<file path="src/rtl/adc_tim_pkg.sv">
package adc_tim_pkg;

  localparam int SHIFT_W = 3;

  typedef struct packed {
    logic               use_rc;
    logic [SHIFT_W-1:0] shift;
  } clksel_t;

  // Period length is 2**shift system cycles; shift = {code[1:0],code[2]} + 1.
  function automatic clksel_t decode_sel(input logic [2:0] code);
    clksel_t r;
    r.use_rc = (code[1:0] == 2'b11);
    r.shift  = r.use_rc ? '0 : ({code[1:0], code[2]} + 3'd1);
    return r;
  endfunction

endpackage

</file>
<file path="src/rtl/adc_tick_sync.sv">
module adc_tick_sync #(
  parameter int STAGES = 2
) (
  input  logic clk,
  input  logic rst,
  input  logic tick_async,
  output logic rise
);
  logic [STAGES:0] sh;

  always_ff @(posedge clk) begin
    if (rst) sh <= '0;
    else     sh <= {sh[STAGES-1:0], tick_async};
  end

  assign rise = sh[STAGES-1] & ~sh[STAGES];
endmodule

</file>
<file path="src/rtl/adc_period_gen.sv">
module adc_period_gen
  import adc_tim_pkg::*;
#(
  parameter int MAX_SHIFT = 6
) (
  input  logic    clk,
  input  logic    rst,
  input  logic    restart,
  input  logic    run,
  input  logic    hold,
  input  clksel_t sel,
  input  logic    rc_rise,
  output logic    per_stb
);
  localparam int CW = MAX_SHIFT + 1;
  localparam logic [CW-1:0] ONE = CW'(1);

  logic [CW-1:0] cnt;
  logic [CW-1:0] lim;
  logic          div_hit;
  logic          div_run;

  assign lim     = (ONE << sel.shift) - ONE;
  assign div_hit = (cnt == lim);
  assign div_run = run & ~sel.use_rc & ~hold;
  assign per_stb = run & (sel.use_rc ? rc_rise : (div_hit & ~hold));

  always_ff @(posedge clk) begin
    if (rst || restart) cnt <= '0;
    else if (div_run)   cnt <= div_hit ? '0 : cnt + ONE;
  end

  AST_CNT_IN_RANGE: assert property (@(posedge clk) disable iff (rst)
    (run && !sel.use_rc) |-> (cnt <= lim));
endmodule

</file>
<file path="src/rtl/adc_conv_seq.sv">
module adc_conv_seq #(
  parameter int RES_BITS = 10
) (
  input  logic                        clk,
  input  logic                        rst,
  input  logic                        accept,
  input  logic                        per_stb,
  output logic                        busy,
  output logic                        conv_pulse,
  output logic                        bit_stb,
  output logic [$clog2(RES_BITS)-1:0] bit_idx,
  output logic                        done_pulse,
  output logic                        finishing
);
  localparam int N_PER = RES_BITS + 1;
  localparam int PW    = $clog2(N_PER + 1);
  localparam int IW    = $clog2(RES_BITS);

  logic [PW-1:0] pcnt;
  logic          last_per;

  assign last_per  = (pcnt == PW'(N_PER - 1));
  assign finishing = busy & per_stb & last_per;

  always_ff @(posedge clk) begin
    if (rst) begin
      busy       <= 1'b0;
      pcnt       <= '0;
      conv_pulse <= 1'b0;
      bit_stb    <= 1'b0;
      bit_idx    <= '0;
      done_pulse <= 1'b0;
    end else begin
      conv_pulse <= 1'b0;
      bit_stb    <= 1'b0;
      done_pulse <= 1'b0;
      if (accept) begin
        busy <= 1'b1;
        pcnt <= '0;
      end else if (busy && per_stb) begin
        conv_pulse <= 1'b1;
        if (pcnt != '0) begin
          bit_stb <= 1'b1;
          bit_idx <= IW'(RES_BITS - 32'(pcnt));
        end
        if (last_per) begin
          done_pulse <= 1'b1;
          busy       <= 1'b0;
          pcnt       <= '0;
        end else begin
          pcnt <= pcnt + 1'b1;
        end
      end
    end
  end

  AST_PCNT_BOUND: assert property (@(posedge clk) disable iff (rst)
    pcnt < PW'(N_PER));
  AST_DONE_DROPS_BUSY: assert property (@(posedge clk) disable iff (rst)
    done_pulse |-> !busy);
  AST_STB_WITH_PERIOD: assert property (@(posedge clk) disable iff (rst)
    bit_stb |-> conv_pulse);
endmodule

</file>
<file path="src/rtl/adc_irq_ctrl.sv">
module adc_irq_ctrl (
  input  logic clk,
  input  logic rst,
  input  logic set_evt,
  input  logic flag_clr,
  input  logic int_en,
  input  logic int_pri,
  input  logic sleep,
  output logic flag,
  output logic irq_hi,
  output logic irq_lo,
  output logic wake
);
  logic flag_n;
  logic req_n;

  assign flag_n = set_evt | (flag & ~flag_clr);
  assign req_n  = flag_n & int_en;

  always_ff @(posedge clk) begin
    if (rst) begin
      flag   <= 1'b0;
      irq_hi <= 1'b0;
      irq_lo <= 1'b0;
      wake   <= 1'b0;
    end else begin
      flag   <= flag_n;
      irq_hi <= req_n & int_pri;
      irq_lo <= req_n & ~int_pri;
      wake   <= req_n & sleep;
    end
  end

  AST_FLAG_STICKY: assert property (@(posedge clk) disable iff (rst)
    (flag && !flag_clr) |=> flag);
  AST_SET_WINS: assert property (@(posedge clk) disable iff (rst)
    set_evt |=> flag);
  AST_PRI_EXCLUSIVE: assert property (@(posedge clk) disable iff (rst)
    $onehot0({irq_hi, irq_lo}));
  AST_IRQ_NEEDS_FLAG: assert property (@(posedge clk) disable iff (rst)
    (irq_hi || irq_lo) |-> flag);
  AST_WAKE_IN_SLEEP: assert property (@(posedge clk) disable iff (rst)
    wake |-> ($past(sleep) && flag));
endmodule

</file>
<file path="src/rtl/adc_conv_timer.sv">
module adc_conv_timer
  import adc_tim_pkg::*;
#(
  parameter int RES_BITS    = 10,
  parameter int MAX_SHIFT   = 6,
  parameter int SYNC_STAGES = 2
) (
  input  logic                        clk,
  input  logic                        rst,
  input  logic [2:0]                  clk_sel,
  input  logic                        start,
  input  logic                        sleep,
  input  logic                        rc_tick,
  input  logic                        flag_clr,
  input  logic                        int_en,
  input  logic                        int_pri,
  output logic                        conv_clk_en,
  output logic                        bit_strobe,
  output logic [$clog2(RES_BITS)-1:0] bit_idx,
  output logic                        done,
  output logic                        busy,
  output logic                        flag,
  output logic                        irq_hi,
  output logic                        irq_lo,
  output logic                        wake
);
  clksel_t sel_q;
  logic    accept;
  logic    rc_rise;
  logic    per_stb;
  logic    finishing;

  assign accept = start & ~busy;

  always_ff @(posedge clk) begin
    if (rst)         sel_q <= decode_sel(3'b000);
    else if (accept) sel_q <= decode_sel(clk_sel);
  end

  adc_tick_sync #(.STAGES(SYNC_STAGES)) u_sync (
    .clk(clk), .rst(rst), .tick_async(rc_tick), .rise(rc_rise)
  );

  adc_period_gen #(.MAX_SHIFT(MAX_SHIFT)) u_per (
    .clk(clk), .rst(rst), .restart(accept), .run(busy), .hold(sleep),
    .sel(sel_q), .rc_rise(rc_rise), .per_stb(per_stb)
  );

  adc_conv_seq #(.RES_BITS(RES_BITS)) u_seq (
    .clk(clk), .rst(rst), .accept(accept), .per_stb(per_stb),
    .busy(busy), .conv_pulse(conv_clk_en), .bit_stb(bit_strobe),
    .bit_idx(bit_idx), .done_pulse(done), .finishing(finishing)
  );

  adc_irq_ctrl u_irq (
    .clk(clk), .rst(rst), .set_evt(finishing), .flag_clr(flag_clr),
    .int_en(int_en), .int_pri(int_pri), .sleep(sleep),
    .flag(flag), .irq_hi(irq_hi), .irq_lo(irq_lo), .wake(wake)
  );

  AST_SEL_FROZEN: assert property (@(posedge clk) disable iff (rst)
    (busy && $past(busy)) |-> $stable(sel_q));
  AST_SLEEP_STOPS_DIV: assert property (@(posedge clk) disable iff (rst)
    (busy && sleep && !sel_q.use_rc) |=> !conv_clk_en);
  AST_DONE_SETS_FLAG: assert property (@(posedge clk) disable iff (rst)
    done |-> flag);
endmodule

</file>
<file path="config.mk">
export PLATFORM = sky130hd
export DESIGN_NAME = adc_conv_timer
export DESIGN_NICKNAME = d
export VERILOG_FILES = /design/src/rtl/adc_tim_pkg.sv /design/src/rtl/adc_tick_sync.sv /design/src/rtl/adc_period_gen.sv /design/src/rtl/adc_conv_seq.sv /design/src/rtl/adc_irq_ctrl.sv /design/src/rtl/adc_conv_timer.sv
export SDC_FILE = /design/constraint.sdc
export NUM_CORES = 1
export LEC_CHECK = 0
export BUFFER_PORTS_ARGS = -buffer_cell sky130_fd_sc_hd__buf_2
export CELL_PAD_IN_SITES_DETAIL_PLACEMENT = 0
export CELL_PAD_IN_SITES_GLOBAL_PLACEMENT = 1
export CORE_ASPECT_RATIO = 1.1
export CORE_MARGIN = 2
export CORE_UTILIZATION = 43
export CTS_BUF_LIST = sky130_fd_sc_hd__clkbuf_4 sky130_fd_sc_hd__clkbuf_8 sky130_fd_sc_hd__clkbuf_16
export CTS_CLUSTER_DIAMETER = 50
export CTS_CLUSTER_SIZE = 16
export DETAILED_ROUTE_END_ITERATION = 7
export PLACE_DENSITY_LB_ADDON = 0.25
export SKIP_LAST_GASP = 1
export SYNTH_ARGS = -nofsm -noshare
export SYNTH_HDL_FRONTEND = slang
export SYNTH_SLANG_ARGS = --single-unit
</file>
<file path="constraint.sdc">
create_clock -name clk -period 3.1 [get_ports clk]
set_clock_uncertainty 0.15 [all_clocks]
set_input_delay 0.62 -clock clk [delete_from_list [all_inputs] [get_ports clk]]
set_output_delay 0.62 -clock clk [all_outputs]
set_load 0.01 [all_outputs]
</file>
==> Word-level counts from Yosys, hierarchy flattened <==
Cells that the tools add are included.
{ "word_totals": {"ff_bits": 30, "latch_bits": 0, "ramBits": 0, "romBits": 0, "input_bits": 11, "wordCells": 64, "memories": 0} }
{ "op_classes": {"n_addsub": 5, "multipliers": 0, "n_div": 0, "order_cmp": 0, "eq_ne": 3, "shift": 1, "mux": 10, "bitwise_logic": 22, "reduce_logical": 9} }
{ "ops": {"columns": ["operator", "n"], "rows": [
  ["bitwise AND 1 bit", 13],
  ["inverter 1 bit", 8],
  ["adder 7 x 1 -> 7 bit (second input constant)", 1],
  ["== test 7 bit", 1],
  ["two-way mux 1 bit", 7],
  ["two-way mux 7 bit", 1],
  ["<< shifter 1 x 3 -> 7 bit (first input constant)", 1],
  ["subtractor 7 x 1 -> 7 bit (second input constant)", 1],
  ["adder 4 x 1 -> 4 bit (second input constant)", 1],
  ["== test 4 bit (second input constant)", 1],
  ["two-way mux 4 bit", 1],
  ["nonzero test 2 bit", 2],
  ["nonzero test 4 bit", 1],
  ["subtractor 4 bit (first input constant)", 1],
  ["adder 3 x 1 -> 3 bit (second input constant)", 1],
  ["two-way mux 3 bit", 1],
  ["AND reduction 3 bit", 1],
  ["OR reduction 3 bit", 1],
  ["== test 2 bit (second input constant)", 1],
  ["AND reduction 2 bit", 1],
  ["OR reduction 2 bit", 1],
  ["logical AND 1 bit", 1],
  ["logical OR 1 bit", 1],
  ["OR 1 bit", 1]
]} }

==> Longest topological paths before layout <==
Gate-level depths: netlist (run 1).
{ "depth": {"ltp_word": 11, "ltp_mapped": 10, "mapped_depth_nobuf": 9} }

==> Hierarchy <==
A second synthesis (run 1) with hierarchy kept.
{ "hier_totals": {"hier_cells": 156, "hier_area_um2": 1595.3} }
{ "modules_own_cells": {"columns": ["module", "instances", "cells_per_inst", "area_per_inst_um2"], "rows": [
  ["adc_conv_seq", 1, 61, 619.3],
  ["adc_period_gen", 1, 53, 530.5],
  ["adc_conv_timer", 1, 22, 201.4],
  ["adc_irq_ctrl", 1, 13, 156.4],
  ["adc_tick_sync", 1, 7, 87.6]
]} }

==> Worst setup path after synthesis (run 1) <==
OpenSTA, ideal clock, no wires.
{ "synth_timing": {"kind": "register -> register", "from": "register sel_q[1] in the netlist's numbering", "to": "register u_seq.bit_idx[1]", "t_arrival_ns": 2.484, "required_ns": 2.827, "setup_slack_ns": 0.342, "stages_incl_launch_ff": 11, "n_path_buf": 2, "period_less_slack_ns": 2.758, "cell_sequence": "dfxtp_1 -> buf_2 -> or3_4 -> ha_1 -> buf_2 -> and4bb_1 -> a211oi_1 -> o32a_1 -> a211oi_4 -> o21ai_2 -> mux2_1"} }
{ "synth_between": {"elab_chain_cells": 8} }
{ "synth_rtl": {"columns": ["item", "line_no", "rtl"], "rows": [
  ["from (decl)", "adc_conv_timer.sv:27", "clksel_t sel_q;"],
  ["from (signal assigned)", "adc_conv_timer.sv:36", "if (rst) sel_q <= decode_sel(3'b000);"],
  ["from (signal assigned)", "adc_conv_timer.sv:37", "else if (accept) sel_q <= decode_sel(clk_sel);"],
  ["<< shifter 1 x 3 -> 7 bit", "adc_period_gen.sv:23", "assign lim = (ONE << sel.shift) - ONE;"],
  ["subtractor 7 x 1 -> 7 bit", "adc_period_gen.sv:23", null],
  ["== test 7 bit", "adc_period_gen.sv:24", "assign div_hit = (cnt == lim);"],
  ["bitwise AND 1 bit", "adc_period_gen.sv:26", "assign per_stb = run & (sel.use_rc ? rc_rise : (div_hit & ~hold));"],
  ["two-way mux 1 bit", "adc_period_gen.sv:26", null],
  ["bitwise AND 1 bit", "adc_period_gen.sv:26", null],
  ["logical AND 1 bit", "adc_conv_seq.sv:40", "end else if (busy && per_stb) begin"],
  ["AND reduction 3 bit (no source line)", null, null],
  ["to (signal assigned)", "adc_conv_seq.sv:44", "bit_idx <= IW'(RES_BITS - 32'(pcnt));"],
  ["to (decl)", "adc_conv_seq.sv:11", "output logic [$clog2(RES_BITS)-1:0] bit_idx,"]
]} }
No other way between the ends.
A chain may end at the register's enable or synchronous reset.

==> Worst setup path in the final report (run 1) <==
{ "layout_timing": {"from": "register sel_q[0] in the netlist's numbering", "to": "register u_seq.bit_idx[1]"} }
Same word-level chain as after synthesis.

==> flow_summary_export.csv, run 1 <==
group,metric,value,unit
flow_run,max_cap_viol_count,0,
final_layout,layoutNonFillerInstCount,254,
cts,tritoncts,"built",
global_routing,grt_pass1_vias,1179,
outcome,status,"complete, no violations",
cts,clock_latency_of_the_later_clocked_register_in_the_worst_skew_pair,0.28,ns
final_layout,drive_gt1_share,20.6,%
routing,met2WireLength,1550,µm
setup_path,critical_path_peak_fanout,7,
routing,route.antenna.remaining_nets,0,
setup_path,worstSetupStartpointType,"register",
setup_path,timing.setup.critical_path_class,"register to register",
routing,dr_wl_met3,111,µm
yosys,distinct_cells_synth,45,
cts,clkSlewWorstSetupHoldPaths,0.06,ns
routing,finalWirelength,3150,µm
yosys,post_synth_inst_count,181,
global_routing,antenna_found_initial,0,
cts,clock-root-buffer,"sky130_fd_sc_hd__clkbuf_8",
yosys,synth_warnings,0,
global_routing,pin_count_of_the_biggest_net_entering_global_routing,23,
floorplan,chip_height,68.6,µm
cts,post_cts.repair.setup_buffers,0,
floorplan,placeableCoreArea,3630,µm²
setup_path,timing.critical_path.from,"sel_q[0]",
yosys,ys.flop_type,"sky130_fd_sc_hd__dfxtp_1",
yosys,area_of_the_mapped_netlist,1630,µm²
yosys,synth_commonest_cells,"sky130_fd_sc_hd__dfxtp_1 (30), sky130_fd_sc_hd__nor2_1 (21), sky130_fd_sc_hd__nand2_1 (13)",
sta,final_period_minus_worst_setup_slack,2.90,ns
sta,slew_limit_headroom,73.4,%
global_routing,grt_usage,15.8,%
sta,layout_worst_path_cycle_share,93.7,%
cts,cts.sink_count,30,
floorplan,rows,23,
yosys,yosysTopAreaCell,"sky130_fd_sc_hd__dfxtp_1",
yosys,synthesis.nets,200,
yosys,ys_seq_area_share,36.9,%
setup_path,r2r.worst_path.cells,9,
yosys,synth.area.top_cells,"sky130_fd_sc_hd__dfxtp_1 (37%), sky130_fd_sc_hd__ha_1 (6.1%), sky130_fd_sc_hd__nor2_1 (4.8%)",
worst_hold_path,min_path_cells,1,
sta,timing_max_transition_violations_final,0,
sta,finalHoldViolCount,0,
routing,detail_route.first_pass.iterations,4,
cts,cts_hold_buffers,0,
place,finalWeightedCongestion,0.838,
final_layout,num_antenna_cells,0,
sta,setup_viol,0,
routing,wire_length_per_cell,12.4,µm
yosys,postSynthAreaPerCell,9.00,µm²
sta,rsz_0062_raised_after_global_routing,"no",
place,place.detailed.instances,246,
power_and_ir_drop,total_leakage_power,0.803,nW
power_and_ir_drop,power_density,468,nW/µm²
routing,highest_signal_layer_in_the_routed_design,"met4",
yosys,synth_edf_count,0,
setup_path,crit_arrival,2.92,ns
routing,via_count,1290,
place,post-dp-hpwl,2360,µm
cts,cts_buf_count,5,
routing,via_per_inst,5.08,
setup_path,critPathCaptureType,"register",
setup_path,r2r-start,"sel_q[0]",
floorplan,design.portCount,23,
sta,tightestPinTransition,0.397,ns
routing,drtIter0Drc,59,
final_layout,layout-area-overhead-vs-synth,14.8,%
worst_hold_path,hold_path.startpoint,"u_sync.sh[0]",
worst_hold_path,hold_path.class,"register to register",
final_layout,fraction_of_the_core_area_covered_by_cells_at_the_end_of_the_flow,51.6,%
final_layout,fillerInstances,381,
floorplan,start_util,44.9,%
yosys,synth_async_sr_flop_share,0,%
final_layout,final_net_count,222,
global_routing,gr-total-overflow,0,
floorplan,die-area,4300,µm²
power_and_ir_drop,peakVddDrop,0.266,mV
floorplan,fp.dieW,62.7,µm
sta,max_clock_freq,0.344,GHz
yosys,synth_seq_cells,30,
sta,finalSetupTns,0,ns
yosys,yosys.area.top_type_share,36.9,%
global_routing,first_pass_grt_wire_length,5200,µm
cts,cts_max_path_buffers,2,
routing,detail_route.wirelength.met1,1440,µm
cts,htreeDepth,2,
routing,drc,0,
place,port_buffers,22,
setup_path,critical_path_required,3.12,ns
yosys,synthMostInstantiatedCell,"sky130_fd_sc_hd__dfxtp_1",
## through the flow
| stage | hold slack [ns] | power (mW) | area, µm² | setup WS, ns |
|---|---|---|---|---|
| 4_1_cts | 0.297 | 0.885 | 1870 | 0.146 |
| 2_1_floorplan | 0.264 | 0.477 | 1630 | 0.342 |
| 6_report | 0.289 | 0.876 | 1870 | 0.196 |
| 3_3_place_gp | 0.268 | 0.496 | 1760 | 0.231 |
| 5_1_grt | 0.302 | 0.914 | 1870 | 0.0239 |
| 3_5_place_dp | 0.281 | 0.498 | 1760 | 0.175 |
## layer usage
layer | vias up | GRT usage, %
met5 | - | 0
li1 | 675 | -
met3 | 5 | 4.87
met1 | 594 | 18.8
met4 | 0 | 6.94
met2 | 16 | 26.6
## power breakdown
group,switching (mW),internal (mW),total [mW]
clock,0.150,0.236,0.386
combinational,0.0496,0.0394,0.0891
sequential,0.00831,0.392,0.401
total,0.207,0.668,0.876
## cells in the final DEF (no fill, tap or decap), types with 7 or more instances in the layout
master / instances
sky130_fd_sc_hd__dfxtp_1: 29
sky130_fd_sc_hd__a21oi_1: 7
sky130_fd_sc_hd__nand2b_1: 7
sky130_fd_sc_hd__nand2_1: 13
sky130_fd_sc_hd__buf_2: 22
sky130_fd_sc_hd__ha_1: 8
sky130_fd_sc_hd__inv_1: 7
sky130_fd_sc_hd__nor2b_1: 11
sky130_fd_sc_hd__nor2_1: 21
## path summary, 6_finish.rpt
check                                   endpoint  slack (ns)
worst min register to register      u_sync.sh[1]        0.29
worst max-delay path            u_seq.bit_idx[1]        0.20
worst min-delay path                u_sync.sh[1]        0.29
worst max register to register  u_seq.bit_idx[1]        0.20
## registers in the layout, summed over array words and instances, names as in the netlist, 3 cells and up
register       flops
u_seq.pcnt         4
sel_q              4
u_sync.sh          3
u_per.cnt          7
u_seq.bit_idx      4
## critical path, cell delays in order, from the launching register on
cell	delay (ns)
sky130_fd_sc_hd__dfxtp_2	0.38
sky130_fd_sc_hd__inv_1	0.06
sky130_fd_sc_hd__or3_1	0.37
sky130_fd_sc_hd__ha_1	0.27
sky130_fd_sc_hd__and4bb_1	0.30
sky130_fd_sc_hd__a211oi_1	0.05
sky130_fd_sc_hd__o32a_1	0.35
sky130_fd_sc_hd__a211oi_4	0.39
sky130_fd_sc_hd__o21ai_2	0.15
sky130_fd_sc_hd__mux2_1	0.33
## cells by family (layout without fill, tap and decap cells)
logic type	count (synthesis)	count (layout)	share of synthesized area, %
DFF	30	30	36.9
muxes	7	7	4.53
buffers and inverters	15	38	4.61
AOI/OAI and AO/OA	30	30	14.8
and+or+nand+nor	79	79	26.6
xor gates and xnor gates	12	12	6.45
adders and majority gates	8	8	6.14
## cell type report
class | instances | area [µm²] | share of cell area (%)
multi-input combinational | 136 | 953 | 51.0
sequential | 30 | 602 | 32.2
timing repair buffer | 23 | 118 | 6.29
clock buffer | 5 | 68.8 | 3.68
tap | 50 | 62.6 | 3.34
clock inverter | 3 | 40.0 | 2.14
inverter | 7 | 26.3 | 1.40
## repair_timing
action / in CTS / in global routing
endpoints found under the hold margin: 0 / 0
setup endpoints to repair: 0 / 4
gates resized for setup: 0 / 1
Power figures use the tool's default switching activity.
==> run 2, diff against run 1 <==
--- a/config.mk
+++ b/config.mk
@@ -10,7 +10,7 @@
 export CELL_PAD_IN_SITES_GLOBAL_PLACEMENT = 1
 export CORE_ASPECT_RATIO = 1.1
 export CORE_MARGIN = 2
-export CORE_UTILIZATION = 43
+export CORE_UTILIZATION = 38
 export CTS_BUF_LIST = sky130_fd_sc_hd__clkbuf_4 sky130_fd_sc_hd__clkbuf_8 sky130_fd_sc_hd__clkbuf_16
 export CTS_CLUSTER_DIAMETER = 50
 export CTS_CLUSTER_SIZE = 16
==> constraint.sdc (replaced) <==
create_clock -name clk -period 2.6 [get_ports clk]
set_clock_uncertainty 0.15 [all_clocks]
set_input_delay 0.52 -clock clk [delete_from_list [all_inputs] [get_ports clk]]
set_output_delay 0.52 -clock clk [all_outputs]
set_load 0.01 [all_outputs]
==> flow_summary_export.csv, run 2 (same netlist as run 1, synthesis figures left out) <==
group,metric,value,unit
sta,layout_worst_path_cycle_share,105,%
place,place.detailed.instances,255,
setup_path,rr_endpoint,"u_seq.bit_idx[3]",
final_layout,most_common_cell_after_layout_fill_and_taps_aside,"sky130_fd_sc_hd__dfxtp_1",
place,finalWeightedCongestion,0.749,
final_layout,number_of_flip_flops_under_the_largest_register_name,7,
final_layout,num_antenna_cells,0,
cts,tritoncts,"built",
cts,htreeDepth,2,
floorplan,start_util,40.2,%
place,post-dp-hpwl,2430,µm
floorplan,die-area,4830,µm²
routing,drtIter0Drc,49,
routing,detail_route.first_pass.iterations,4,
final_layout,final_net_count,233,
routing,drc,0,
worst_hold_path,whs_endpoint,"u_irq.irq_lo",
sta,slew_limit_headroom,72.7,%
sta,timing.final.ws_setup,-0.139,ns
routing,finalWirelength,3350,µm
sta,rsz_0062_raised_after_global_routing,"yes",
place,port_buffers,22,
sta,final_period_minus_worst_setup_slack,2.74,ns
setup_path,critPathCaptureType,"register",
outcome,violations,"setup timing",
power_and_ir_drop,power,1.10,mW
routing,via_per_inst,5.08,
power_and_ir_drop,peakVddDrop,0.258,mV
global_routing,first_pass_grt_wire_length,5800,µm
final_layout,layout-area-overhead-vs-synth,25.5,%
setup_path,r2r.worst_path.cells,10,
cts,clock-root-buffer,"sky130_fd_sc_hd__clkbuf_8",
sta,timing_max_transition_violations_final,0,
floorplan,design.portCount,23,
power_and_ir_drop,total_leakage_power,0.876,nW
worst_hold_path,hold_path.startpoint,"int_pri",
cts,cts_max_path_buffers,2,
setup_path,crit_arrival,2.76,ns
final_layout,most-common-layout-cells,"sky130_fd_sc_hd__dfxtp_1 (29), sky130_fd_sc_hd__buf_2 (22), sky130_fd_sc_hd__nor2_1 (21), sky130_fd_sc_hd__nand2_1 (13), sky130_fd_sc_hd__nor2b_1 (11)",
sta,tightestPinTransition,0.408,ns
floorplan,placeableCoreArea,4050,µm²
cts,cts_hold_buffers,0,
flow_run,max_cap_viol_count,0,
cts,clock_latency_of_the_later_clocked_register_in_the_worst_skew_pair,0.28,ns
final_layout,layoutNonFillerInstCount,267,
power_and_ir_drop,power_density,539,nW/µm²
setup_path,worstPathCellList,"inv_2, or3_4, ha_4, and4bb_1, a211oi_2, o32a_1, a211oi_4, buf_6, o21ai_4, mux2_4",
setup_path,slowest_stage,"sky130_fd_sc_hd__o32a_1",
setup_path,r2r-start,"sel_q[0]",
floorplan,fp.dieW,66.4,µm
floorplan,rows,24,
setup_path,regToRegSetupSlack,-0.14,ns
global_routing,antenna_found_initial,0,
outcome,status,"finished with violations",
setup_path,critical-path-max-stage-delay,0.40,ns
setup_path,timing.setup.critical_path_class,"register to register",
worst_hold_path,hold_path.class,"input pin to register",
final_layout,fillerInstances,388,
routing,via_count,1356,
global_routing,grt_usage,15.6,%
routing,route.antenna.remaining_nets,0,
cts,cts.sink_count,30,
sta,setup_viol,12,
cts,clkSlewWorstSetupHoldPaths,0.06,ns
final_layout,largest_register,"u_per.cnt",
cts,cts_buf_count,5,
setup_path,worstSetupStartpointType,"register",
worst_hold_path,min_path_cells,2,
routing,wire_length_per_cell,12.5,µm
global_routing,gr-total-overflow,0,
sta,finalHoldViolCount,0,
sta,max_clock_freq,0.365,GHz
setup_path,critical_path_peak_fanout,6,
floorplan,chip_height,72.7,µm
final_layout,drive_gt1_share,28.8,%
setup_path,critical_path_required,2.62,ns
global_routing,grt_pass1_vias,1290,
global_routing,pin_count_of_the_biggest_net_entering_global_routing,23,
==> run 2: timing repair <==
| action | in CTS | in global routing |
|---|---|---|
| setup endpoints to repair | 12 | 22 |
| buffers inserted | 3 | 1 |
| pin swaps | 3 | 8 |
| resized for setup | 6 | 8 |
==> run 2: layout make-up <==
| cell class | count | area (µm²) | share of cell area (%) |
|---|---|---|---|
| flip-flops and latches | 30 | 604 | 29.6 |
| inverters | 7 | 26.3 | 1.29 |
| repair buffers | 34 | 211 | 10.3 |
| multi-input cells | 136 | 1020 | 50.1 |
| clock buffers | 7 | 83.8 | 4.10 |
| clock inverters | 1 | 30.0 | 1.47 |
| well taps | 52 | 65.1 | 3.18 |
==> run 2: critical path, delay by kind of cell (launching register included) <==
family / cells / cell delay, ns
buffers and inverters: 2 / 0.19
AND/OR/NAND/NOR: 2 / 0.65
flip-flops: 1 / 0.36
multiplexers: 1 / 0.31
adder cells (fa/ha/maj): 1 / 0.19
AO/OA/AOI/OAI: 4 / 0.77
==> run 2: where the power goes <==
part | internal (mW) | leakage [nW] | switching, mW
logic | 0.0754 | 0.574 | 0.0736
registers | 0.468 | 0.243 | 0.00765
clock network | 0.307 | 0.0593 | 0.170
==> run 2: how the worst max path moves through the flow <==
stage,endpoint,depth (start not counted),slack (ns),startpoint
after floorplan,u_seq.bit_idx[1],10,-0.11,sel_q[2]
after global placement,u_seq.bit_idx[3],9,-0.07,sel_q[0]
after detailed placement,u_seq.bit_idx[2],9,-0.13,sel_q[0]
after CTS,u_seq.bit_idx[3],10,-0.13,sel_q[0]
after global routing,u_seq.bit_idx[3],10,-0.21,sel_q[0]
final,u_seq.bit_idx[3],10,-0.14,sel_q[0]
==> run 2: per-stage QoR <==
stage                     hold WS [ns]  instance area, µm²  setup WS [ns]  setup TNS (ns)  util [%]
after CTS                        0.251                2000         -0.131           -1.09      49.4
final                            0.260                2040         -0.139          -0.942      50.4
after global routing             0.261                2040         -0.212           -2.43      50.4
after detailed placement         0.282                1830         -0.133          -0.775      45.2
after global placement           0.279                1830        -0.0725          -0.251      45.2
after floorplan                  0.264                1660         -0.112          -0.390         -
==> run 2: layer usage <==
metal	global-route usage, %	wire (µm)	vias up
met5	0	0	-
met4	6.80	66	0
met3	4.94	145	7
met2	25.0	1610	25
met1	19.2	1530	636
li1	-	-	688
==> run 3, diff against run 2 <==
==> constraint.sdc (replaced) <==
create_clock -name clk -period 2.6 [get_ports clk]
set_clock_uncertainty 0.15 [all_clocks]
set_input_delay 0 -clock clk [delete_from_list [all_inputs] [get_ports clk]]
set_output_delay 0 -clock clk [all_outputs]
set_load 0.01 [all_outputs]
==> flow_summary_export.csv, run 3 (same netlist as run 1, synthesis figures left out) <==
group,metric,value,unit
outcome,status,"finished with violations",
outcome,violations,"setup timing",
setup_path,crit_arrival,2.77,ns
cts,clock-root-buffer,"sky130_fd_sc_hd__clkbuf_8",
worst_hold_path,hold_path.class,"input pin to register",
setup_path,timing.setup.critical_path_class,"register to register",
setup_path,rr_endpoint,"u_seq.bit_idx[3]",
power_and_ir_drop,power_density,512,nW/µm²
routing,drc,0,
sta,slew_limit_headroom,72.6,%
setup_path,worstSetupStartpointType,"register",
final_layout,final-seq-area,604,µm²
sta,finalHoldViolCount,0,
routing,detail_route.first_pass.iterations,4,
floorplan,rows,24,
sta,final_period_minus_worst_setup_slack,2.75,ns
final_layout,number_of_flip_flops_under_the_largest_register_name,7,
setup_path,critical_path_peak_fanout,6,
routing,via_per_inst,5.01,
cts,cts.sink_count,30,
floorplan,chip_height,72.7,µm
routing,route.antenna.remaining_nets,0,
setup_path,critPathCaptureType,"register",
power_and_ir_drop,peakVddDrop,0.256,mV
sta,finalSetupTns,-1.00,ns
setup_path,critical_path.top_delay_family,"compound AO/OA/AOI/OAI gates",
sta,rsz_0062_raised_after_global_routing,"yes",
flow_run,max_cap_viol_count,0,
cts,tritoncts,"built",
global_routing,antenna_found_initial,0,
routing,drtIter0Drc,48,
setup_path,timing.critical_path.buf_inv,2,
sta,whs,0.0202,ns
routing,wire_length_per_cell,12.3,µm
floorplan,die-area,4830,µm²
setup_path,r2r.worst_path.cells,10,
global_routing,grt_usage,16.2,%
global_routing,pin_count_of_the_biggest_net_entering_global_routing,20,
floorplan,design.portCount,23,
global_routing,gr-total-overflow,0,
final_layout,most_common_cell_after_layout_fill_and_taps_aside,"sky130_fd_sc_hd__dfxtp_1",
final_layout,fillerInstances,367,
final_layout,drive_gt1_share,27.1,%
global_routing,first_pass_grt_wire_length,6020,µm
routing,via_count,1408,
cts,clkSlewWorstSetupHoldPaths,0.06,ns
worst_hold_path,hold_path.startpoint,"clk_sel[0]",
worst_hold_path,whs_endpoint,"sel_q[2]",
setup_path,critical-path-max-stage-delay,0.40,ns
routing,finalWirelength,3460,µm
final_layout,fraction_of_the_core_area_covered_by_cells_at_the_end_of_the_flow,53.9,%
final_layout,area_of_the_multi_input_gates,1020,µm²
setup_path,slowest_stage,"sky130_fd_sc_hd__o32a_1",
sta,setup_viol,13,
cts,htreeDepth,2,
floorplan,start_util,40.2,%
final_layout,num_antenna_cells,0,
place,postPlaceCellArea,1830,µm²
place,post-dp-hpwl,2430,µm
final_layout,final_net_count,247,
floorplan,placeableCoreArea,4050,µm²
cts,cts_max_path_buffers,2,
power_and_ir_drop,total_leakage_power,0.938,nW
place,port_buffers,22,
setup_path,r2r-start,"sel_q[0]",
final_layout,layout-area-overhead-vs-synth,34.1,%
cts,clock_latency_of_the_later_clocked_register_in_the_worst_skew_pair,0.28,ns
cts,cts_buf_count,5,
setup_path,worstPathCellList,"inv_2, or3_4, ha_4, and4bb_1, a211oi_2, o32a_1, a211oi_4, buf_6, o21ai_4, mux2_4",
final_layout,most-common-layout-cells,"sky130_fd_sc_hd__dfxtp_1 (29), sky130_fd_sc_hd__buf_2 (22), sky130_fd_sc_hd__nor2_1 (21), sky130_fd_sc_hd__dlygate4sd3_1 (14), sky130_fd_sc_hd__nand2_1 (13)",
setup_path,critical_path_required,2.62,ns
place,finalWeightedCongestion,0.749,
sta,layout_worst_path_cycle_share,106,%
setup_path,regToRegSetupSlack,-0.15,ns
worst_hold_path,min_path_cells,4,
global_routing,grt_pass1_vias,1344,
final_layout,largest_register,"u_per.cnt",
sta,tightestPinTransition,0.409,ns
sta,timing.final.ws_setup,-0.146,ns
setup_path,worst-path-stages,10,
sta,max_clock_freq,0.364,GHz
sta,timing_max_transition_violations_final,0,
final_layout,final_cell_area,2180,µm²
floorplan,fp.dieW,66.4,µm
-- run 3: routing by layer --
| metal | GRT usage [%] | wire length, µm | up-vias | part of all wire (%) |
|---|---|---|---|---|
| met3 | 4.94 | 134 | 7 | 3.9 |
| met2 | 26.3 | 1690 | 23 | 49 |
| met4 | 6.80 | 66 | 0 | 1.9 |
| met5 | 0 | 0 | - | 0 |
| met1 | 19.9 | 1580 | 661 | 45 |
| li1 | - | - | 717 | - |
-- run 3: repair_timing --
item	in CTS	in global routing
setup endpoints to repair	12	22
buffers inserted	3	1
hold buffers	14	0
hold endpoints to repair	12	0
pin swaps	3	8
resized for setup	6	8
-- run 3: report_power, final --
| part | leakage, nW | total, mW | internal, mW | switching, mW |
|---|---|---|---|---|
| registers | 0.243 | 0.475 | 0.468 | 0.00756 |
| clock network | 0.0593 | 0.479 | 0.307 | 0.172 |
| logic | 0.636 | 0.165 | 0.0887 | 0.0761 |
| total | 0.938 | 1.12 | 0.863 | 0.256 |
-- run 3: worst reg2reg max path, stage by stage, from the launching register on --
cell and delay (ns):
sky130_fd_sc_hd__dfxtp_4 0.36, sky130_fd_sc_hd__inv_2 0.04, sky130_fd_sc_hd__or3_4 0.37, sky130_fd_sc_hd__ha_4 0.19, sky130_fd_sc_hd__and4bb_1 0.28, sky130_fd_sc_hd__a211oi_2 0.04, sky130_fd_sc_hd__o32a_1 0.40, sky130_fd_sc_hd__a211oi_4 0.25
sky130_fd_sc_hd__buf_6 0.15, sky130_fd_sc_hd__o21ai_4 0.09, sky130_fd_sc_hd__mux2_4 0.31
-- run 3: how the worst max path moves through the flow --
| stage | startpoint | to | slack [ns] |
|---|---|---|---|
| 6_report | sel_q[0] | u_seq.bit_idx[3] | -0.15 |
| 5_1_grt | sel_q[0] | u_seq.bit_idx[3] | -0.21 |
| 3_5_place_dp | sel_q[0] | u_seq.bit_idx[2] | -0.13 |
| 2_1_floorplan | sel_q[2] | u_seq.bit_idx[1] | -0.11 |
| 4_1_cts | sel_q[0] | u_seq.bit_idx[3] | -0.13 |
| 3_3_place_gp | sel_q[0] | u_seq.bit_idx[3] | -0.07 |
-- run 3: final cells by class --
type / instances / share of cell area [%]
Clock buffer: 7 / 3.84
Clock inverter: 1 / 1.37
Inverter: 7 / 1.20
Multi-Input combinational cell: 136 / 46.8
Sequential cell: 30 / 27.7
Tap cell: 52 / 2.98
Timing Repair Buffer: 48 / 16.1
-- run 3: through the flow --
stage | worst slack [ns] | cells | power (mW)
2_1_floorplan | -0.112 | 181 | 0.579
3_3_place_gp | -0.0725 | 255 | 0.615
3_5_place_dp | -0.133 | 255 | 0.620
4_1_cts | -0.131 | 280 | 1.12
5_1_grt | -0.213 | 281 | 1.17
6_report | -0.146 | 281 | 1.12
